### src/rtl/fir_bs_pkg.sv
package fir_bs_pkg;

  localparam int DEF_TAPS   = 8;
  localparam int DEF_SAMP_W = 8;
  localparam int DEF_COEF_W = 8;

  // clocks per word: product bits + multiplier latency + tree depth
  function automatic int frame_len(int sw, int cw, int taps);
    return sw + cw + 1 + $clog2(taps);
  endfunction

  // tree level of adder j when adders consume node pairs in order
  function automatic int adder_level(int j, int taps);
    int lvl;
    int bound;
    lvl   = 0;
    bound = taps / 2;
    while (j >= bound) begin
      lvl   = lvl + 1;
      bound = bound + (taps >> (lvl + 1));
    end
    return lvl;
  endfunction

  function automatic logic fa_sum(logic a, logic b, logic c);
    return a ^ b ^ c;
  endfunction

  function automatic logic fa_carry(logic a, logic b, logic c);
    return (a & b) | (c & (a ^ b));
  endfunction

endpackage

### src/rtl/fir_bs_ctrl.sv
module fir_bs_ctrl #(
  parameter int FRAME  = 20,
  parameter int SAMP_W = 8,
  parameter int CNT_W  = $clog2(FRAME)
) (
  input  logic              clk,
  input  logic              rst_n,
  input  logic              load_i,
  input  logic [SAMP_W-1:0] data_i,
  output logic              start_o,
  output logic              pend_o,
  output logic              act_o,
  output logic              last_o,
  output logic [CNT_W-1:0]  cnt_o,
  output logic              xbit_o
);
  logic [SAMP_W-1:0] hold_q;
  logic [SAMP_W-1:0] shf_q;
  logic              pend_q;
  logic              act_q;
  logic [CNT_W-1:0]  cnt_q;

  assign last_o  = act_q && (cnt_q == CNT_W'(FRAME - 1));
  assign start_o = pend_q && (!act_q || last_o);
  assign pend_o  = pend_q;
  assign act_o   = act_q;
  assign cnt_o   = cnt_q;
  assign xbit_o  = shf_q[0];

  always_ff @(posedge clk) begin
    if (!rst_n) begin
      hold_q <= '0;
      shf_q  <= '0;
      pend_q <= 1'b0;
      act_q  <= 1'b0;
      cnt_q  <= '0;
    end else begin
      if (load_i) hold_q <= data_i;
      pend_q <= start_o ? load_i : (pend_q | load_i);
      if (start_o) begin
        act_q <= 1'b1;
        cnt_q <= '0;
        shf_q <= hold_q;
      end else if (act_q) begin
        // arithmetic shift keeps emitting the sign bit past the MSB
        shf_q <= {shf_q[SAMP_W-1], shf_q[SAMP_W-1:1]};
        if (last_o) act_q <= 1'b0;
        else        cnt_q <= cnt_q + 1'b1;
      end
    end
  end
endmodule

### src/rtl/fir_bs_spm.sv
module fir_bs_spm #(
  parameter int COEF_W = 8
) (
  input  logic              clk,
  input  logic              rst_n,
  input  logic              en,
  input  logic              clr,
  input  logic [COEF_W-1:0] coef,
  input  logic              x,
  output logic              p
);
  logic [COEF_W-1:0] acc_q;
  logic [COEF_W:0]   sum_w;

  // shift-add step: add the coefficient when the serial bit is set,
  // emit the low bit, keep the rest arithmetically shifted down
  always_comb begin
    sum_w = (clr ? {(COEF_W+1){1'b0}} : {acc_q[COEF_W-1], acc_q})
          + (x   ? {coef[COEF_W-1], coef} : {(COEF_W+1){1'b0}});
  end

  always_ff @(posedge clk) begin
    if (!rst_n) begin
      acc_q <= '0;
      p     <= 1'b0;
    end else if (en) begin
      acc_q <= sum_w[COEF_W:1];
      p     <= sum_w[0];
    end
  end
endmodule

### src/rtl/fir_bs_sadd.sv
module fir_bs_sadd
  import fir_bs_pkg::*;
(
  input  logic clk,
  input  logic rst_n,
  input  logic en,
  input  logic clr,
  input  logic a,
  input  logic b,
  output logic s
);
  logic cy_q;
  logic cin;

  assign cin = clr ? 1'b0 : cy_q;

  always_ff @(posedge clk) begin
    if (!rst_n) begin
      cy_q <= 1'b0;
      s    <= 1'b0;
    end else if (en) begin
      cy_q <= fa_carry(a, b, cin);
      s    <= fa_sum(a, b, cin);
    end
  end
endmodule

### src/rtl/fir_bs_filter.sv
module fir_bs_filter
  import fir_bs_pkg::*;
#(
  parameter int  TAPS   = DEF_TAPS,
  parameter int  SAMP_W = DEF_SAMP_W,
  parameter int  COEF_W = DEF_COEF_W,
  localparam int SEL_W  = $clog2(TAPS),
  localparam int PROD_W = SAMP_W + COEF_W
) (
  input  logic              clk,
  input  logic              rst_n,
  input  logic              in_load,
  input  logic [SAMP_W-1:0] in_sample,
  input  logic              coef_we,
  input  logic [SEL_W-1:0]  coef_sel,
  input  logic [COEF_W-1:0] coef_data,
  output logic              out_valid,
  output logic [PROD_W-1:0] out_result
);
  localparam int LVL   = $clog2(TAPS);
  localparam int FRAME = frame_len(SAMP_W, COEF_W, TAPS);
  localparam int CNT_W = $clog2(FRAME);
  localparam int NODES = 2 * TAPS - 1;

  // control events, named for the checker
  logic             frm_start;
  logic             frm_pend;
  logic             frm_act;
  logic             frm_last;
  logic [CNT_W-1:0] frm_cnt;
  logic             frm_bound;
  logic             xbit;

  fir_bs_ctrl #(.FRAME(FRAME), .SAMP_W(SAMP_W), .CNT_W(CNT_W)) u_ctrl (
    .clk(clk), .rst_n(rst_n), .load_i(in_load), .data_i(in_sample),
    .start_o(frm_start), .pend_o(frm_pend), .act_o(frm_act),
    .last_o(frm_last), .cnt_o(frm_cnt), .xbit_o(xbit)
  );

  assign frm_bound = !frm_act || frm_last;

  // coefficient shadow bank and working bank
  logic [TAPS-1:0][COEF_W-1:0] coef_sh;
  logic [TAPS-1:0][COEF_W-1:0] coef_q;

  always_ff @(posedge clk) begin
    if (!rst_n) begin
      coef_sh <= '0;
      coef_q  <= '0;
    end else begin
      if (frm_bound) coef_q <= coef_sh;
      if (coef_we)   coef_sh[coef_sel] <= coef_data;
    end
  end

  // word delay chain and per-tap multipliers
  logic [TAPS-1:0]  tapx;
  logic [NODES-1:0] node;

  assign tapx[0] = xbit;

  for (genvar k = 0; k < TAPS - 1; k++) begin : g_dly
    logic [FRAME-1:0] dly_q;
    always_ff @(posedge clk) begin
      if (!rst_n)       dly_q <= '0;
      else if (frm_act) dly_q <= {tapx[k], dly_q[FRAME-1:1]};
    end
    assign tapx[k+1] = dly_q[0];
  end

  for (genvar k = 0; k < TAPS; k++) begin : g_tap
    fir_bs_spm #(.COEF_W(COEF_W)) u_spm (
      .clk(clk), .rst_n(rst_n), .en(frm_act),
      .clr(frm_act && frm_cnt == '0),
      .coef(coef_q[k]), .x(tapx[k]), .p(node[k])
    );
  end

  // balanced serial adder tree; level l sees bit 0 at frame clock l+1
  for (genvar j = 0; j < TAPS - 1; j++) begin : g_add
    localparam int LV = adder_level(j, TAPS);
    fir_bs_sadd u_add (
      .clk(clk), .rst_n(rst_n), .en(frm_act),
      .clr(frm_act && frm_cnt == CNT_W'(LV + 1)),
      .a(node[2*j]), .b(node[2*j+1]), .s(node[TAPS+j])
    );
  end

  logic tree_bit;
  assign tree_bit = node[NODES-1];

  // serial-to-parallel capture of result bits 0..PROD_W-2
  logic [PROD_W-2:0] osr_q;

  always_ff @(posedge clk) begin
    if (!rst_n) begin
      osr_q      <= '0;
      out_valid  <= 1'b0;
      out_result <= '0;
    end else begin
      out_valid <= frm_last;
      if (frm_last)
        out_result <= {tree_bit, osr_q};
      else if (frm_act && frm_cnt >= CNT_W'(LVL + 1))
        osr_q <= {tree_bit, osr_q[PROD_W-2:1]};
    end
  end
endmodule

### config.mk
export PLATFORM = sky130hd
export DESIGN_NAME = fir_bs_filter
export DESIGN_NICKNAME = d
export VERILOG_FILES = /design/src/rtl/fir_bs_pkg.sv /design/src/rtl/fir_bs_ctrl.sv /design/src/rtl/fir_bs_spm.sv /design/src/rtl/fir_bs_sadd.sv /design/src/rtl/fir_bs_filter.sv
export SDC_FILE = /design/constraint.sdc
export NUM_CORES = 1
export LEC_CHECK = 0
export BUFFER_PORTS_ARGS = -buffer_cell sky130_fd_sc_hd__buf_2
export CAP_MARGIN = 20
export CORE_MARGIN = 3
export CORE_UTILIZATION = 55
export DETAILED_ROUTE_END_ITERATION = 8
export GPL_TIMING_DRIVEN = 0
export PLACE_DENSITY = 0.78
export SLEW_MARGIN = 15
export SYNTH_ARGS = -nofsm -noshare
export SYNTH_HDL_FRONTEND = slang
export SYNTH_HIERARCHICAL = 1
export SYNTH_SLANG_ARGS = --single-unit
### constraint.sdc
create_clock -name clk -period 6.5 [get_ports clk]
set_clock_uncertainty 0.1 [all_clocks]
set_input_delay 0.975 -clock clk [delete_from_list [all_inputs] [get_ports clk]]
set_output_delay 0.975 -clock clk [all_outputs]
set_load 0.02 [all_outputs]
# [Word-level counts from Yosys, hierarchy flattened]
# Cells that the tools add are included.
[op_classes] muxes=32 bitwise_logic=38 add_sub_neg=9 n_reduce_logical=15 order_cmp=3 n_eq_ne=4
[ops] cell="two-way mux 9 bit" count=16
[ops] cell="adder 9 bit" count=8
[ops] cell="bitwise mux 64 bit" count=1
[ops] cell="demux 8 bit (select 3 bit)" count=1
[ops] cell="two-way mux 8 bit" count=2
[ops] cell="bitwise AND 1 bit" count=14
[ops] cell="XOR 1 bit" count=14
[ops] cell="two-way mux 1 bit" count=11
[ops] cell="== test 5 x 2 -> 1 bit, second input constant" count=2
[ops] cell="logical AND 1 bit" count=8
[ops] cell="bitwise OR 1 bit" count=8
[ops] cell="two-way mux 7 bit" count=1
[ops] cell="adder 5 x 1 -> 5 bit, second input constant" count=1
[ops] cell="== test 5 x 1 -> 1 bit, second input constant" count=1
[ops] cell="== test 5 bit, second input constant" count=1
[ops] cell="greater-or-equal comparator 5 x 3 -> 1 bit, second input constant" count=1
[ops] cell="zero test 5 bit" count=1
[ops] cell="< comparator 3 x 4 -> 1 bit, second input constant" count=1
[ops] cell="AND reduction 2 bit" count=2
[ops] cell="greater-or-equal comparator 3 x 1 -> 1 bit, second input constant" count=1
[ops] cell="NOT 1 bit" count=2
[ops] cell="nonzero test 2 bit" count=1
[ops] cell="OR reduction 2 bit" count=1
[ops] cell="zero test 1 bit" count=1
[ops] cell="logical OR 1 bit" count=1
[word_totals] input_bits=23 register_bits=409 elab_cells=163 output_inout_bits=17

# [Depth between registers and ports, before layout]
# Gate-level depths: netlist of run 1.
[depth] ltp_word=5 ltp_mapped=12 mapped_depth_nobuf=10

# [Cells and area by module]
# Netlist of run 1, hierarchy kept.
[modules_own_cells] module="fir_bs_filter" cells_each=1114 area_per_inst_um2=11385.9 n_inst=1 seq_area_each_um2=6005.8
[modules_own_cells] module="fir_bs_spm (g_tap[0].u_spm ...)" cells_each=88 area_per_inst_um2=774.5 n_inst=3 seq_area_each_um2=180.2
[modules_own_cells] module="fir_bs_spm (g_tap[4].u_spm ...)" cells_each=86 area_per_inst_um2=760.7 n_inst=3 seq_area_each_um2=180.2
[modules_own_cells] module="fir_bs_spm (g_tap[3].u_spm ...)" cells_each=88 area_per_inst_um2=767.0 n_inst=2 seq_area_each_um2=180.2
[modules_own_cells] module="fir_bs_ctrl" cells_each=117 area_per_inst_um2=1167.4 n_inst=1 seq_area_each_um2=460.4
[modules_own_cells] module="fir_bs_sadd" cells_each=10 area_per_inst_um2=101.3 n_inst=7 seq_area_each_um2=40.0

# [Least setup slack after synthesis of run 1]
# Ideal clock, no wire load.
[synth_timing] path_kind="register to register" from="register u_ctrl.act_q (netlist: u_ctrl/act_o)" to="register g_tap[3].u_spm.acc_q[6]" setup_slack_ns=-0.130 n_path_buf=3 synth_period_minus_slack_ns=6.630 path_stages_with_launch=12 t_required_ns=6.279 setup_time_ns=0.121 arrival_time_ns=6.409 path_cell_list="dfxtp_1 > buf_4 > buf_4 > buf_4 > nand2_1 > nor3_1 > nor2b_1 > ha_1 > a211oi_2 > nor2_2 > a41oi_2 > mux2_4"
[synth_via] elab_chain_cells=3
[synth_lines] item="start, declared" line="fir_bs_ctrl.sv:20" rtl="logic act_q;"
[synth_lines] item="start signal, assigned" line="fir_bs_ctrl.sv:35" rtl="act_q <= 1'b0;"
[synth_lines] item="start signal, assigned" line="fir_bs_ctrl.sv:41" rtl="act_q <= 1'b1;"
[synth_lines] item="start signal, assigned" line="fir_bs_ctrl.sv:47" rtl="if (last_o) act_q <= 1'b0;"
[synth_lines] item="logical AND 1 bit" line="fir_bs_filter.sv:74" rtl=".clr(frm_act && frm_cnt == '0),"
[synth_lines] item="two-way mux 9 bit" line="fir_bs_spm.sv:18" rtl="sum_w = (clr ? {(COEF_W+1){1'b0}} : {acc_q[COEF_W-1], acc_q})"
[synth_lines] item="adder 9 bit" line="fir_bs_spm.sv:19" rtl="+ (x ? {coef[COEF_W-1], coef} : {(COEF_W+1){1'b0}});"
[synth_lines] item="end signal, assigned" line="fir_bs_spm.sv:27" rtl="acc_q <= sum_w[COEF_W:1];"
[synth_lines] item="end, declared" line="fir_bs_spm.sv:12" rtl="logic [COEF_W-1:0] acc_q;"
# Several ways; a longest one is shown, not always the timed one.
# A chain may end at the register's enable or synchronous reset.

# [Worst setup path after layout of run 1]
[layout_timing] from="register u_ctrl.act_q (netlist: u_ctrl/act_o)" to="register g_tap[5].u_spm.acc_q[5]"
[layout_via] elab_chain_cells=3
[layout_lines] item="logical AND 1 bit" line="fir_bs_filter.sv:74"
[layout_lines] item="two-way mux 9 bit" line="fir_bs_spm.sv:18"
[layout_lines] item="adder 9 bit" line="fir_bs_spm.sv:19"
[layout_lines] item="end signal, assigned" line="fir_bs_spm.sv:27"
[layout_lines] item="end, declared" line="fir_bs_spm.sv:12"
# Several ways; a longest one is shown, not always the timed one.

==> results.toml, run 1 <==
[status]
status = "finished, final reports clean"

[yosys]
synth.avg_cell_area_sq_um = 9.71
synth-async-reset-ratio = 0
number_of_synthesized_register_bits = 409
synth_nets = 2102
synth_area_leader_cell = "dfxtp_1"
netlist_area_sq_mm = 0.0194
yosysUniqueCellTypes = 59
leading_cell_types_by_total_area_after_synthesis = "dfxtp_1 (42%), mux2i_1 (12%), nor2b_1 (8.7%), nand2_1 (5.7%), ha_1 (4.2%)"
synth_enable_flop_cells = 0
synth_sequential_area_ratio = 0.422
synth_largest_type_area_fraction = 0.422
synth_warnings = 6
flip_flop_cell_with_the_highest_count_after_synthesis = "dfxtp_1"
synthesis.instances = 1999
synth.most_common_cell = "dfxtp_1"
yosys-top-cells-count = "dfxtp_1 (409), nand2_1 (295), nor2b_1 (271)"

[worst_hold_path]
holdCritStartpoint = "coef_q[20]"
timing.hold.worst_path_depth = 2
worstHoldPathType = "reg2reg"
min_to = "coef_q[20]"

[timing]
rsz_0062_raised_after_global_routing = "no"
slew-limit-headroom = 0.407
setup_viol = 0
slew_at_the_pin_with_the_worst_max_slew_slack_ps = 890
drv_slew = 0
achievable-frequency_ghz = 0.248
min_period_over_period = 0.620
finalHoldViolCount = 0
total_neg_setup_slack_ps = 0
finalWorstPathRequiredPeriod_ps = 4030

[worst_setup_path]
critical_path.startpoint_type = "flop"
timing.rr.start = "u_ctrl/act_o"
worstReg2RegEnd = "g_tap[5].u_spm/acc_q[5]"
path_class = "reg2reg"
critical_path_required_ps = 6820
largest_driver_fanout_on_the_critical_path = 18
critical_path.endpoint_type = "flop"
setup.reg_to_reg.worst_slack_ps = 2470
reg2regPathDepth = 14
arrival_time_reported_for_the_critical_path_endpoint_ps = 4350

[route]
drt_first_iter_violations = 610
detailroute.via_count = 13834
wl_per_cell_um = 15.6
drc = 0
wirelength_um = 40000
drtPass1Iterations = 5
drt-vias-per-instance = 5.39
ant_nets = 0

[grt]
grt_max_degree = 34
grt_remaining_overflow = 0
grt_util_met1 = 0.271
vias_in_the_first_global_route = 14019
grt_antenna_before_repair = 0
grt_first_pass_wirelength_um = 67400
grt_usage = 0.209
groute.layer.met2.usage = 0.361
fraction_of_met3_tracks_used_by_global_routing = 0.0276
top_usage_layer = "met2"

[clock_tree]
numClockSinks = 409
post_cts_buffers = 0
clk_pin_slew_ps = 60
post_cts_hold_buffer_count = 0
htreeDepth = 2
cts_buffer_depth = 3
resized_after_cts = 0
insertion_delay_ps = 550
cts_root_cell = "clkbuf_16"
total_clock_buffers_created_by_cts = 43
tritoncts = "yes"

[floorplan]
die_area_sq_mm = 0.0376
core-area_sq_mm = 0.0346
ios = 40
die_w_um = 194
vertical_die_dimension_um = 194
start_util = 0.560
core.rowCount = 68

[placement]
io_buffers = 30
dpl_cell_area_sq_mm = 0.0202
detailed_place_hpwl_um = 27800
place.gp.congestion = 0.840

[finish]
final_design_area_no_fill_sq_mm = 0.0217
area_growth_syn_to_layout_pct = 11.9
layout_cells_sized_above_1 = 0.114
num_antenna_cells = 0
filler_cell_count = 2781
final_core_utilization = 0.627
design.final.nets = 2181

[pwr]
total_leakage_power_nw = 8.14
worst_ir_drop_vdd_uv = 216
power_density_mw_per_mm2 = 257

[job]
max_cap_violations = 0
==> state kept, by name, summed over array words and instances (netlist names) <==
signal	cells
coef_q	64
coef_sh	64
g_add.u_add/cy_q	7
g_add.u_add/s	7
g_dly.dly_q	140
g_tap.u_spm/acc_q	64
g_tap.u_spm/p	8
osr_q	15
out_result	16
out_valid	1
u_ctrl/act_o	1
u_ctrl/cnt_o	5
u_ctrl/hold_q	8
u_ctrl/pend_o	1
u_ctrl/shf_q	8
==> worst max path at each step <==
stage	slack, ps	endpoint	cells after the start	start
global route	2200	g_tap[4].u_spm/acc_q[5]	14	u_ctrl/act_o
CTS	2470	g_tap[5].u_spm/acc_q[5]	14	u_ctrl/act_o
detailed placement	2500	g_tap[5].u_spm/acc_q[5]	14	u_ctrl/act_o
global placement	-1150	g_tap[3].u_spm/acc_q[4]	11	u_ctrl/act_o
finish	2470	g_tap[5].u_spm/acc_q[5]	14	u_ctrl/act_o
floorplan	1390	g_tap[3].u_spm/acc_q[6]	11	u_ctrl/act_o
==> cells in the final DEF (no fill, tap or decap), drive strengths merged, types with 40 or more instances in the layout <==
cell type  instances
dfxtp            409
nand2            295
nor2b            271
mux2i            223
buf              113
a21boi           107
clkbuf           103
and2              66
o21ai             66
ha                65
a21oi             57
xnor2             40
==> final cells by class <==
cell class / instances / area (sq um) / area share
Tap cell: 455 / 569 / 0.0262
Clock inverter: 16 / 253 / 0.0116
Multi-Input combinational cell: 1440 / 10400 / 0.480
Inverter: 30 / 113 / 0.00519
Timing Repair Buffer: 34 / 235 / 0.0108
Buffer: 120 / 697 / 0.0321
Clock buffer: 62 / 1240 / 0.0571
Sequential cell: 409 / 8190 / 0.377
==> critical path, cell delays in order (launching register included) <==
cell	delay, ps
dfxtp_2	660
buf_4	280
buf_4	220
buf_4	230
nand2_1	130
nor3_4	570
buf_16	220
buf_8	180
nor2b_1	60
ha_1	230
fa_1	420
nand3_1	140
a32oi_2	140
xnor2_1	190
o22ai_1	100
==> per-layer routing <==
metal	routed length [um]	share of wire	vias up
met5	0	0	-
met4	1160	0.029	0
met3	1300	0.032	86
met2	19100	0.48	209
met1	18500	0.46	6563
li1	-	-	6976
==> metrics by stage <==
step	setup WS [ps]	power (mW)	hold slack, ps	std cells
after floorplan	1390	2.95	326	1999
after global placement	-1150	3.04	336	2484
after detailed placement	2500	3.06	339	2488
after CTS	2470	5.64	347	2566
after global routing	2200	5.78	363	2566
final	2470	5.58	345	2566
==> logic make-up after synthesis <==
kind of cell	Yosys count	synth area share
DFF	409	0.422
muxes	243	0.128
AOI/OAI and AO/OA	331	0.125
xor gates and xnor gates	41	0.0185
and+or+nand+nor	745	0.207
buffers and inverters	150	0.0417
adders and majority gates	80	0.0574
==> power breakdown <==
group / total [mW] / switching (mW) / internal [mW] / leakage, nW
clock network: 2.57 / 1.00 / 1.57 / 0.722
logic: 0.425 / 0.239 / 0.186 / 4.11
registers: 2.58 / 0.0302 / 2.55 / 3.31
Note: power is estimated with default switching activity, not from simulation.
==> run 2, diff against run 1 <==
--- a/config.mk
+++ b/config.mk
@@ -5,6 +5,7 @@
 export SDC_FILE = /design/constraint.sdc
 export NUM_CORES = 1
 export LEC_CHECK = 0
+export ABC_AREA = 1
 export BUFFER_PORTS_ARGS = -buffer_cell sky130_fd_sc_hd__buf_2
 export CAP_MARGIN = 20
 export CORE_MARGIN = 3
==> constraint.sdc (replaced) <==
create_clock -name clk -period 3.3 [get_ports clk]
set_clock_uncertainty 0.1 [all_clocks]
set_input_delay 0.495 -clock clk [delete_from_list [all_inputs] [get_ports clk]]
set_output_delay 0.495 -clock clk [all_outputs]
set_load 0.02 [all_outputs]
==> run 2 against run 1 <==
  * Synthesized area increased by 0.55%
  * Clock power grew 100%
  * Core utilization increased by 0.43 points
  * Final area rose by 0.93%
  * Power rose by 110%
  * Die area up 0.54%
  * Combinational power rose to 3.1 times the previous value
  * Global-route usage rose by 1.8 points
  * Worst hold slack lost 270 ps
==> results.toml, run 2 <==
[job]
max_cap_violations = 0

[pwr]
power_density_mw_per_mm2 = 544
report.power.total_mw = 11.9
worst_ir_drop_vdd_uv = 418
total_leakage_power_nw = 11.2

[timing]
slew-limit-headroom = 0.427
drv_slew = 0
finalWorstPathRequiredPeriod_ps = 3110
finalHoldViolCount = 0
rsz_0062_raised_after_global_routing = "no"
setup_viol = 0
slew_at_the_pin_with_the_worst_max_slew_slack_ps = 854
total_neg_setup_slack_ps = 0
final.setup.worst_slack_ps = 192
achievable-frequency_ghz = 0.322
hold-worst-slack_ps = 70.6
min_period_over_period = 0.942

[route]
drt-vias-per-instance = 5.07
drtPass1Iterations = 6
wirelength_um = 43400
drt_first_iter_violations = 1098
ant_nets = 0
detailroute.via_count = 17050
wl_per_cell_um = 12.9
drc = 0

[finish]
multi_input_comb_area_sq_mm = 0.00935
most-common-layout-cells = "nor2_1 (708), nand2_1 (476), dfxtp_1 (408)"
final_cell_count_no_fill = 3364
top_register = "g_dly.dly_q"
layout_cells_sized_above_1 = 0.0994
final_core_utilization = 0.631
final_design_area_no_fill_sq_mm = 0.0219
area.sequential_sq_mm = 0.00819
design.final.nets = 2977
flip_flop_count_of_the_largest_register_all_copies_and_words_added = 140
filler_cell_count = 3034
mostFrequentLayoutCell = "nor2_1"
area_growth_syn_to_layout_pct = 12.3

[clock_tree]
cts_buffer_depth = 3
numClockSinks = 409
tritoncts = "yes"
post_cts_hold_buffer_count = 0
htreeDepth = 2
cts_root_cell = "clkbuf_16"
insertion_delay_ps = 550
total_clock_buffers_created_by_cts = 43
clk_pin_slew_ps = 60

[grt]
vias_in_the_first_global_route = 16171
grt_remaining_overflow = 0
grt_max_degree = 61
grt_antenna_before_repair = 0
grt_first_pass_wirelength_um = 73900
grt_usage = 0.227

[placement]
placed_cells_incl_taps = 3280
dpl_cell_area_sq_mm = 0.0203
place.gp.congestion = 0.867
preCtsSetupSlack_ps = -638
io_buffers = 39
detailed_place_hpwl_um = 30300

[yosys]
synthesis.instances = 2785
synth_warnings = 6
synth_nets = 2888
synth.avg_cell_area_sq_um = 7.01
netlist_area_sq_mm = 0.0195

[worst_setup_path]
path_class = "reg2reg"
critical_path_required_ps = 3630
critical_path.startpoint_type = "flop"
arrival_time_reported_for_the_critical_path_endpoint_ps = 3440
largest_driver_fanout_on_the_critical_path = 8
critical_path.endpoint_type = "flop"

[status]
status = "finished, final reports clean"

[floorplan]
start_util = 0.562
vertical_die_dimension_um = 194
die_area_sq_mm = 0.0378
ios = 40
core-area_sq_mm = 0.0347
die_w_um = 194
core.rowCount = 68

[worst_hold_path]
worstHoldPathType = "in2reg"
[run 2: final cells by class]
type	count	share of cell area
multi-input cells	1897	0.427
well taps	455	0.0260
plain buffers	122	0.0298
flip-flops and latches	409	0.374
clock buffers	58	0.0577
inverters	357	0.0613
repair buffers	44	0.0114
diodes	1	0.000114
clock inverters	21	0.0133
[run 2: what timing repair did]
| action | CTS | global route |
|---|---|---|
| pin swaps | 1 | 0 |
| setup buffers | 4 | 0 |
| endpoints found under the setup margin | 64 | 10 |
| resized for setup | 9 | 2 |
[run 2: worst max-delay path, cell delays in order, from the launching register on]
cell and delay (ps):
dfxtp_4 370, buf_4 160, inv_4 80, or2_2 320
nor3_4 250, buf_4 190, clkbuf_2 230, nor2_1 80
ha_1 210, fa_1 410, nand2_1 100, nand2_2 80
nand3b_1 110, nand2_1 80, nand2_1 60, nand3_1 60
nand2_1 60, inv_1 30
[run 2: power breakdown]
| group | switching [mW] | total, mW | internal [mW] |
|---|---|---|---|
| combinational | 0.845 | 1.30 | 0.455 |
| clock | 2.03 | 5.21 | 3.17 |
| sequential | 0.154 | 5.41 | 5.25 |
[run 2: path summary, 6_finish.rpt]
| kind | to | startpoint | cells after the start | slack [ps] |
|---|---|---|---|---|
| worst max-delay path | g_tap[1].u_spm/acc_q[5] | u_ctrl/act_o | 17 | 190 |
| worst min register to register | g_tap[0].u_spm/acc_q[0] | g_tap[0].u_spm/acc_q[0] | 2 | 360 |
| worst max register to register | g_tap[1].u_spm/acc_q[5] | u_ctrl/act_o | 17 | 190 |
| worst min-delay path | u_ctrl/hold_q[3] | in_sample[3] | 3 | 70 |
[run 2: routing by layer]
| metal | GRT usage | vias to the layer above | wire, um |
|---|---|---|---|
| met5 | 0 | - | 0 |
| met4 | 0.0774 | 0 | 1310 |
| met3 | 0.0335 | 92 | 2320 |
| met2 | 0.389 | 369 | 19800 |
| met1 | 0.295 | 7769 | 20000 |
| li1 | - | 8820 | - |
==> run 3, diff against run 2 <==
--- a/config.mk
+++ b/config.mk
@@ -8,9 +8,10 @@
 export ABC_AREA = 1
 export BUFFER_PORTS_ARGS = -buffer_cell sky130_fd_sc_hd__buf_2
 export CAP_MARGIN = 20
-export CORE_MARGIN = 3
+export CORE_MARGIN = 2
 export CORE_UTILIZATION = 55
 export DETAILED_ROUTE_END_ITERATION = 8
+export GPL_ROUTABILITY_DRIVEN = 0
 export GPL_TIMING_DRIVEN = 0
 export PLACE_DENSITY = 0.78
 export SLEW_MARGIN = 15
==> run 3 against run 2 <==
  * Worst hold slack worse by 10 ps
  * Power down 1.9%
  * Setup slack better by 39 ps
==> results.toml, run 3 (synthesis results as in run 2) <==
[finish]
area_growth_syn_to_layout_pct = 11.8
final_cell_count_no_fill = 3364
flip_flop_count_of_the_largest_register_all_copies_and_words_added = 140
top_register = "g_dly.dly_q"
filler_cell_count = 3072
most-common-layout-cells = "nor2_1 (708), nand2_1 (476), dfxtp_1 (408)"
design.final.nets = 2977
layout_cells_sized_above_1 = 0.0960
multi_input_comb_area_sq_mm = 0.00935
mostFrequentLayoutCell = "nor2_1"
final_core_utilization = 0.628
area.sequential_sq_mm = 0.00819

[worst_setup_path]
timing.rr.start = "u_ctrl/act_o"
setup.worst_path.start = "u_ctrl/act_o"
arrival_time_reported_for_the_critical_path_endpoint_ps = 3430
worstReg2RegEnd = "g_tap[2].u_spm/acc_q[7]"
critical_path.startpoint_type = "flop"
timing.critical_path.to = "g_tap[2].u_spm/acc_q[7]"
largest_driver_fanout_on_the_critical_path = 8
critical_path_required_ps = 3660
setup.reg_to_reg.worst_slack_ps = 230
path_class = "reg2reg"
critical_path.endpoint_type = "flop"
reg2regPathDepth = 17

[grt]
grt_usage = 0.240
vias_in_the_first_global_route = 16280
grt_remaining_overflow = 0
grt_max_degree = 61
grt_first_pass_wirelength_um = 74100
grt_antenna_before_repair = 1

[floorplan]
die_area_sq_mm = 0.0370
vertical_die_dimension_um = 192
ios = 40
core-area_sq_mm = 0.0347
start_util = 0.562
die_w_um = 192
core.rowCount = 68

[timing]
drv_slew = 0
hold-worst-slack_ps = 60.4
finalHoldViolCount = 0
setup_viol = 0
rsz_0062_raised_after_global_routing = "no"
min_period_over_period = 0.930
achievable-frequency_ghz = 0.326
finalWorstPathRequiredPeriod_ps = 3070
slew-limit-headroom = 0.484
total_neg_setup_slack_ps = 0
slew_at_the_pin_with_the_worst_max_slew_slack_ps = 774

[route]
drt_first_iter_violations = 1032
wl_per_cell_um = 12.8
drtPass1Iterations = 5
drc = 0
drt-vias-per-instance = 5.10
detailroute.via_count = 17143
ant_nets = 0
wirelength_um = 43100

[clock_tree]
insertion_delay_ps = 570
numClockSinks = 409
cts_buffer_depth = 3
clk_pin_slew_ps = 60
total_clock_buffers_created_by_cts = 43
cts_root_cell = "clkbuf_16"
tritoncts = "yes"
htreeDepth = 2

[pwr]
total_leakage_power_nw = 11.1
report.power.total_mw = 11.7
power_density_mw_per_mm2 = 536
worst_ir_drop_vdd_uv = 384

[job]
max_cap_violations = 0

[placement]
detailed_place_hpwl_um = 30400
io_buffers = 39
placed_cells_incl_taps = 3280

[status]
status = "finished, final reports clean"

[worst_hold_path]
worstHoldPathType = "in2reg"
run 3: changes by cell type in the layout (fill, tap and decap cells not counted), sizes merged:
cell,change
clkinv,-6
clkbuf,+2
inv,+2
bufinv,-1
diode,+1
buf,+1
clkinvlp,+1
run 3: metal layers:
metal	GRT usage	vias up	wire length [um]
li1	-	8806	-
met1	0.307	7904	19900
met2	0.414	357	20000
met5	0	-	0
met4	0.0790	0	1060
met3	0.0369	76	2190
run 3: what timing repair did:
item,CTS,global route
setup endpoints to repair,64,15
hold buffers,0,0
pin swaps,1,0
gates resized for setup,7,7
setup buffers,4,0
run 3: worst max-delay path: stages, from the launching register on:
cell	delay [ps]
dfxtp_4	370
buf_4	160
inv_4	80
or2_2	320
nor3_4	230
buf_4	200
clkbuf_2	220
nor2_1	70
ha_1	210
fa_1	410
nand2_1	100
nand2_2	80
nand3_1	130
nand2_1	70
nand2_1	50
nand3_1	60
nand2_1	60
inv_1	30
run 3: report_power, final:
part | total, mW | internal, mW | switching (mW)
clock network | 4.98 | 2.96 | 2.02
registers | 5.41 | 5.25 | 0.155
logic | 1.30 | 0.455 | 0.846
total | 11.7 | 8.67 | 3.02
run 3: how the worst min path moves through the flow:
| stage | startpoint | to | slack [ps] | cells after the start |
|---|---|---|---|---|
| after global placement | osr_q[0] | out_result[0] | 340 | 2 |
| after global routing | in_sample[4] | u_ctrl/hold_q[4] | 70 | 3 |
| after detailed placement | osr_q[0] | out_result[0] | 350 | 2 |
| after CTS | in_sample[6] | u_ctrl/hold_q[6] | 40 | 3 |
| final | in_sample[6] | u_ctrl/hold_q[6] | 60 | 3 |
| after floorplan | osr_q[0] | out_result[0] | 330 | 2 |
run 3: cell type report:
| cell class | count | share of cell area |
|---|---|---|
| well taps | 455 | 0.0261 |
| clock inverters | 17 | 0.0114 |
| diodes | 2 | 0.000230 |
| multi-input cells | 1897 | 0.429 |
| repair buffers | 44 | 0.0111 |
| plain buffers | 122 | 0.0300 |
| flip-flops and latches | 409 | 0.376 |
| inverters | 357 | 0.0616 |
| clock buffers | 61 | 0.0552 |
run 3: per-stage QoR:
| stage | instance area (sq um) | worst slack, ps |
|---|---|---|
| 3_5_place_dp | 20300 | -676 |
| 4_1_cts | 21800 | 35.9 |
| 6_report | 21800 | 230 |
| 5_1_grt | 21800 | 23.0 |
| 2_1_floorplan | 19500 | 130 |
| 3_3_place_gp | 20300 | -1500 |
